### src/rtl/bcd_madd_pkg.sv
package bcd_madd_pkg;

  // number of decimal digits needed to hold a count n (smallest r with 10^r >= n)
  function automatic int clog10(input int n);
    int      r;
    longint  p;
    r = 0;
    p = 1;
    while (p < longint'(n)) begin
      p = p * 10;
      r = r + 1;
    end
    return r;
  endfunction

  typedef logic [3:0] digit_t;

  localparam digit_t DEC_FIX = 4'd6;

endpackage

### src/rtl/bcd_csa_step.sv
// One digit-wide carry-save step of the speculative chain.
// Per digit the state is: s (4-bit residue), p1/p2 (pending +6 from one / two
// steps back) and k (pending carry into this digit). Value of a digit column is
// s + 6*(p1+p2) + k, and every term is non-negative.
module bcd_csa_step
  import bcd_madd_pkg::*;
#(
  parameter int NDIG        = 5,
  parameter bit DOUBLE_SPEC = 1'b0
) (
  input  logic [NDIG*4-1:0] s_i,
  input  logic [NDIG-1:0]   p1_i,
  input  logic [NDIG-1:0]   p2_i,
  input  logic [NDIG-1:0]   k_i,
  input  logic [NDIG*4-1:0] b_i,
  output logic [NDIG*4-1:0] s_o,
  output logic [NDIG-1:0]   p1_o,
  output logic [NDIG-1:0]   p2_o,
  output logic [NDIG-1:0]   k_o
);

  logic [NDIG-1:0] cout;

  for (genvar d = 0; d < NDIG; d++) begin : g_dig
    logic       use_fix;
    logic [4:0] tot;

    if (DOUBLE_SPEC) begin : g_two
      // correction from two steps back is already settled when this step starts
      assign use_fix = p2_i[d];
      assign p2_o[d] = p1_i[d];
    end else begin : g_one
      assign use_fix = p1_i[d];
      assign p2_o[d] = 1'b0;
    end

    assign tot      = {1'b0, s_i[4*d +: 4]} + {1'b0, b_i[4*d +: 4]}
                    + (use_fix ? {1'b0, DEC_FIX} : 5'd0) + {4'd0, k_i[d]};
    assign s_o[4*d +: 4] = tot[3:0];
    assign cout[d]  = tot[4];
    // a binary carry of 16 is one decimal ten plus six owed to this digit
    assign p1_o[d]  = tot[4];
  end

  // top digit never carries: its column value stays below ten by width choice
  if (NDIG > 1) begin : g_kshift
    assign k_o = {cout[NDIG-2:0], 1'b0};
  end else begin : g_kone
    assign k_o = 1'b0;
  end

endmodule

### src/rtl/bcd_final_norm.sv
// Folds pending corrections and carries into canonical decimal digits.
module bcd_final_norm
  import bcd_madd_pkg::*;
#(
  parameter int NDIG = 5
) (
  input  logic [NDIG*4-1:0] s_i,
  input  logic [NDIG-1:0]   p1_i,
  input  logic [NDIG-1:0]   p2_i,
  input  logic [NDIG-1:0]   k_i,
  output logic [NDIG*4-1:0] sum_o
);

  logic [1:0] cy [NDIG+1];

  assign cy[0] = 2'd0;

  for (genvar d = 0; d < NDIG; d++) begin : g_dig
    logic [5:0] col;
    logic [5:0] adj;

    // column total: residue + owed corrections + carries (at most 31)
    assign col = {2'b0, s_i[4*d +: 4]}
               + (p1_i[d] ? 6'd6 : 6'd0) + (p2_i[d] ? 6'd6 : 6'd0)
               + {5'd0, k_i[d]} + {4'd0, cy[d]};

    always_comb begin
      if (col >= 6'd30) begin
        cy[d+1] = 2'd3;
        adj     = col - 6'd30;
      end else if (col >= 6'd20) begin
        cy[d+1] = 2'd2;
        adj     = col - 6'd20;
      end else if (col >= 6'd10) begin
        cy[d+1] = 2'd1;
        adj     = col - 6'd10;
      end else begin
        cy[d+1] = 2'd0;
        adj     = col;
      end
    end

    assign sum_o[4*d +: 4] = adj[3:0];
  end

endmodule

### src/rtl/bcd_multi_adder.sv
module bcd_multi_adder
  import bcd_madd_pkg::*;
#(
  parameter  int N_OPS       = 8,
  parameter  int DIGITS      = 4,
  parameter  bit DOUBLE_SPEC = 1'b0,
  parameter  bit REG_OUT     = 1'b1,
  localparam int EXT         = clog10(N_OPS),
  localparam int RW          = DIGITS + EXT,
  localparam int OPW         = DIGITS * 4
) (
  input  logic                  clk,
  input  logic                  rst,
  input  logic                  in_valid,
  input  logic [N_OPS*OPW-1:0]  operands_i,
  output logic                  out_valid,
  output logic [RW*4-1:0]       sum_o
);

  // chain state after each operand has been absorbed
  logic [RW*4-1:0] st_s  [N_OPS];
  logic [RW-1:0]   st_p1 [N_OPS];
  logic [RW-1:0]   st_p2 [N_OPS];
  logic [RW-1:0]   st_k  [N_OPS];
  logic [RW*4-1:0] ext_op [N_OPS];
  logic [RW*4-1:0] norm_sum;

  for (genvar j = 0; j < N_OPS; j++) begin : g_ext
    assign ext_op[j] = {{(EXT*4){1'b0}}, operands_i[j*OPW +: OPW]};
  end

  // seed: operand 0 with nothing pending, so step 1 adds a zero correction
  assign st_s[0]  = ext_op[0];
  assign st_p1[0] = '0;
  assign st_p2[0] = '0;
  assign st_k[0]  = '0;

  for (genvar j = 1; j < N_OPS; j++) begin : g_chain
    bcd_csa_step #(
      .NDIG        (RW),
      .DOUBLE_SPEC (DOUBLE_SPEC)
    ) u_step (
      .s_i  (st_s[j-1]),
      .p1_i (st_p1[j-1]),
      .p2_i (st_p2[j-1]),
      .k_i  (st_k[j-1]),
      .b_i  (ext_op[j]),
      .s_o  (st_s[j]),
      .p1_o (st_p1[j]),
      .p2_o (st_p2[j]),
      .k_o  (st_k[j])
    );
  end

  bcd_final_norm #(
    .NDIG (RW)
  ) u_norm (
    .s_i   (st_s[N_OPS-1]),
    .p1_i  (st_p1[N_OPS-1]),
    .p2_i  (st_p2[N_OPS-1]),
    .k_i   (st_k[N_OPS-1]),
    .sum_o (norm_sum)
  );

  if (REG_OUT) begin : g_reg
    always_ff @(posedge clk) begin
      if (rst) begin
        out_valid <= 1'b0;
        sum_o     <= '0;
      end else begin
        out_valid <= in_valid;
        if (in_valid) sum_o <= norm_sum;
      end
    end
  end else begin : g_comb
    assign out_valid = in_valid;
    assign sum_o     = norm_sum;
  end

endmodule

### config.mk
export PLATFORM = sky130hd
export DESIGN_NAME = bcd_multi_adder
export DESIGN_NICKNAME = d
export VERILOG_FILES = /design/src/rtl/bcd_madd_pkg.sv /design/src/rtl/bcd_csa_step.sv /design/src/rtl/bcd_final_norm.sv /design/src/rtl/bcd_multi_adder.sv
export SDC_FILE = /design/constraint.sdc
export NUM_CORES = 1
export LEC_CHECK = 0
export ABC_AREA = 1
export BUFFER_PORTS_ARGS = -buffer_cell sky130_fd_sc_hd__buf_2
export CAP_MARGIN = 25
export CORE_ASPECT_RATIO = 1.5
export CORE_UTILIZATION = 40
export DETAILED_ROUTE_END_ITERATION = 10
export SYNTH_ARGS = -nofsm -noshare
export SYNTH_HDL_FRONTEND = slang
export SYNTH_HIERARCHICAL = 1
export SYNTH_SLANG_ARGS = --single-unit
export TNS_END_PERCENT = 100
### constraint.sdc
create_clock -name clk -period 27 [get_ports clk]
set_clock_uncertainty 0.1 [all_clocks]
set_input_delay 4.05 -clock clk [delete_from_list [all_inputs] [get_ports clk]]
set_output_delay 4.05 -clock clk [all_outputs]
set_load 0.005 [all_outputs]
Word level (Yosys, flattened, before mapping)
Cells that the tools add are included.
- register bits after elaboration: 21
- input bits: 131
- output and inout port bits: 21
- logic and storage cells: 184
- add/sub/neg operators: 107
- $lt $le $gt $ge: 15
- muxes and demuxes: 60
- operator list (kind ; count):
    $add 4x4->5 ; 28
    $add 5x5->5 ; 24
    $add 5x1->5 ; 22
    $mux 3 ; 33
    $ge 6x5->1 const B ; 10
    $mux 4 ; 15
    $sub 4x4->4 const B ; 10
    $ge 6x4->1 const B ; 5
    $add 4x6->6 ; 4
    $add 6x1->6 ; 4
    $add 6x2->6 ; 4
    $sub 4x3->4 const B ; 5
    $mux 2 ; 8
    $add 4x5->5 ; 3
    $add 2x5->5 ; 1
    $add 4x3->5 ; 1
    $mux 1 ; 4
    $add 1x1->2 ; 1

Depth between registers and ports, before layout
- depth after elaboration: 42
- depth in mapped cells: 135
- gate-level depth less buffers: 128

Cells and area by module
Netlist, hierarchy kept.
- by module, submodules not included (module ; times used ; cells an instance ; area an instance (µm²) ; seq. area each (µm²)):
    bcd_csa_step (g_chain[1].u_step ...) ; 6 ; 129 ; 1077.3 ; 0.0
    bcd_final_norm ; 1 ; 339 ; 2353.5 ; 0.0
    bcd_csa_step (g_chain[5].u_step) ; 1 ; 129 ; 1076.0 ; 0.0
    bcd_multi_adder ; 1 ; 132 ; 928.4 ; 420.4

Worst setup path after synthesis
OpenSTA, ideal clock, no wires.
- path kind: input to register
- from: in operands_i[18]
- to: reg sum_o[18]
- library setup time: 0.064 ns
- data arrival time: 21.868 ns
- data required time: 26.836 ns
- setup slack: 4.969 ns
- cell stages on the path: 109
- buffers on the path: 7
- cells stage by stage: fa_1 -> ha_1 -> nand2_1 -> nand2_1 -> nand3b_1 -> nand2_1 -> buf_4 -> fa_1 -> ha_1 -> nand2_1 -> nand2_1 -> nand3b_1 -> nand2_1 -> buf_4 -> fa_1 -> ha_1 -> nand2_1 -> nand2_1 -> (+73 left out) -> inv_1 -> a21oi_1 -> fa_1 -> inv_1 -> ha_1 -> a21oi_1 -> nand3_2 -> nand2_4 -> ha_1 -> nand2_1 -> nor2_1 -> inv_1 -> or2_2 -> nand2_1 -> inv_1 -> nand2_2 -> nand2_1 -> nor2_1
- RTL lines (item ; line ; RTL):
    from (decl) ; bcd_multi_adder.sv:15 ; input logic [N_OPS*OPW-1:0] operands_i,
    to (signal assigned) ; bcd_multi_adder.sv:72 ; if (in_valid) sum_o <= norm_sum;
    to (decl) ; bcd_multi_adder.sv:17 ; output logic [RW*4-1:0] sum_o

==> run_results.csv <==
group,metric,value,unit
run_status,outcome,"complete, no violations",
floorplan,die_h,201,um
hold_path,min_path_type,"reg2reg",
sta,slew_headroom,0.494,
global_routing,grt_max_degree,42,
drt,wl_per_cell,10.2,um
drt,drt_iter0_drc,208,
setup_path,end_kind,"register",
setup_path,crit_required,27.10,ns
clock_tree,cts_buffers,3,
setup_path,path_buf_inv,14,
floorplan,die_area,0.0272,mm2
place,io_buffers,151,
global_routing,grt.overflow.total,0,
run,cap_violations,0,
place,gp_congestion,0.817,
floorplan,rows,72,
setup_path,cpMostUsedCell,"nand2_1",
place,dp_slack,3.79,ns
global_routing,grt_pass1_wl,32.7,mm
drt,num_vias,8054,
drt,wl,18.8,mm
sta,setup_viol,0,
clock_tree,h-tree-depth,1,
global_routing,track_usage,0.143,
sta,fin_crit_sh,0.844,
cells_and_area,final_area,0.0117,mm2
setup_path,cp.arrival,22.89,ns
clock_tree,hold_buffers,0,
synthesis,netlist_area,0.0106,mm2
cells_and_area,drive_gt1_frac,0.138,
cells_and_area,n_fill_cell,2680,
sta,maxSlewViolCount,0,
setup_path,cpPeakStageDelay,0.68,ns
clock_tree,tritoncts,"done",
setup_path,cpLargestDelayFamily,"adder cells",
drt,ant_nets,0,
sta,hold_violations,0,
sta,grt_setup_unrepaired,"false",
floorplan,io_pins,152,
clock_tree,clkSlewWorstSetupHoldPaths,0.06,ns
synthesis,syn_inst,1344,
sta,post-route-min-period,22.79,ns
synthesis,avgSynthCellArea,7.88,um2
synthesis,yosys_warnings,6,
cells_and_area,syn2layout_area_growth,10.0,%
drt,first_pass_iters,4,
sta,max_freq,43.9,MHz
clock_tree,ctsResizeCount,0,
clock_tree,cts.path.max_buffers,2,
cells_and_area,regArea,420,um2
sta,setup-tns-final,0,ns
floorplan,start_util,0.408,
clock_tree,cts_setup_buffers,0,
clock_tree,insertion_delay,0.25,ns
floorplan,coreArea,0.0259,mm2
sta,fin_ws,4.21,ns
clock_tree,clockRootBuffer,"clkbuf_16",
cells_and_area,fin_nets,1985,
setup_path,crit_fanout,7,
drt,vias_per_cell,4.38,
setup_path,worstSetupStartpointType,"input port",
clock_tree,numClockSinks,21,
drt,drc,0,
place,place_area,0.0116,mm2
floorplan,fp.dieW,135,um
setup_path,crit_type,"in2reg",
cells_and_area,multiInputGateArea,0.00866,mm2
place,hpwl,18.1,mm
global_routing,antenna_found_initial,4,
sta,tightest_slew,0.760,ns
setup_path,cpMaxStageDelayCell,"fa_1",
global_routing,grt_pass1_vias,8205,
per-stage QoR:
stage / utilization / instances / hold slack [ns]
4_1_cts: 0.449 / 1836 / 0.367
5_1_grt: 0.449 / 1838 / 0.384
3_3_place_gp: 0.446 / 1832 / 0.353
3_5_place_dp: 0.446 / 1832 / 0.360
2_1_floorplan: - / 1395 / 0.366
6_report: 0.449 / 1839 / 0.365
layout make-up:
type,instances,share of cell area
diodes,3,0.000644
clock inverters,1,0.000429
repair buffers,151,0.0648
inverters,350,0.113
well taps,333,0.0357
clock buffers,3,0.00644
multi-input cells,977,0.743
flip-flops and latches,21,0.0361
worst min-delay path: cells and delay by family (launching register included):
family / cells / cell delay [ns]
DFF: 1 / 0.30
and+or+nand+nor: 2 / 0.12
flip-flops by register name, indices dropped and copies added, names as in the netlist:
register	cells
sum_o	20
out_valid	1
per-layer routing:
| metal | up-vias | routed length (um) | GRT usage |
|---|---|---|---|
| li1 | 4233 | - | - |
| met1 | 3694 | 7270 | 0.149 |
| met2 | 107 | 10700 | 0.298 |
| met3 | 18 | 656 | 0.0149 |
| met4 | 2 | 220 | 0.0265 |
| met5 | - | 14 | 0 |
worst paths after layout:
check	startpoint	endpoint	slack [ns]	depth (start not counted)
setup reg to reg	sum_o[14]$_SDFFE_PP0P_	sum_o[14]$_SDFFE_PP0P_	26.31	2
hold / removal	sum_o[0]$_SDFFE_PP0P_	sum_o[0]$_SDFFE_PP0P_	0.37	2
setup / recovery	operands_i[17]	sum_o[18]$_SDFFE_PP0P_	4.21	92
hold reg to reg	sum_o[0]$_SDFFE_PP0P_	sum_o[0]$_SDFFE_PP0P_	0.37	2
cell usage in the layout, fill, tap and decap left out, types with 2 or more instances in the layout:
master	n
nand3b_1	27
nor2_1	80
ha_1	191
a31oi_1	3
xnor2_1	18
diode_2	3
inv_2	2
fa_1	159
nand4_1	8
o211ai_1	5
a211oi_1	3
nand3_2	11
inv_1	348
buf_2	151
nor2_2	3
clkbuf_16	3
or2_1	27
o21ai_1	3
o21ai_0	14
dfxtp_1	21
xor2_1	27
nand2_4	2
a21oi_1	11
nand2_1	252
or2_2	6
conb_1	59
nand3_1	36
nand2_2	26
Power is not shown: default switching activity piles up to over one toggle a cycle in this logic, so the estimate is an artifact.
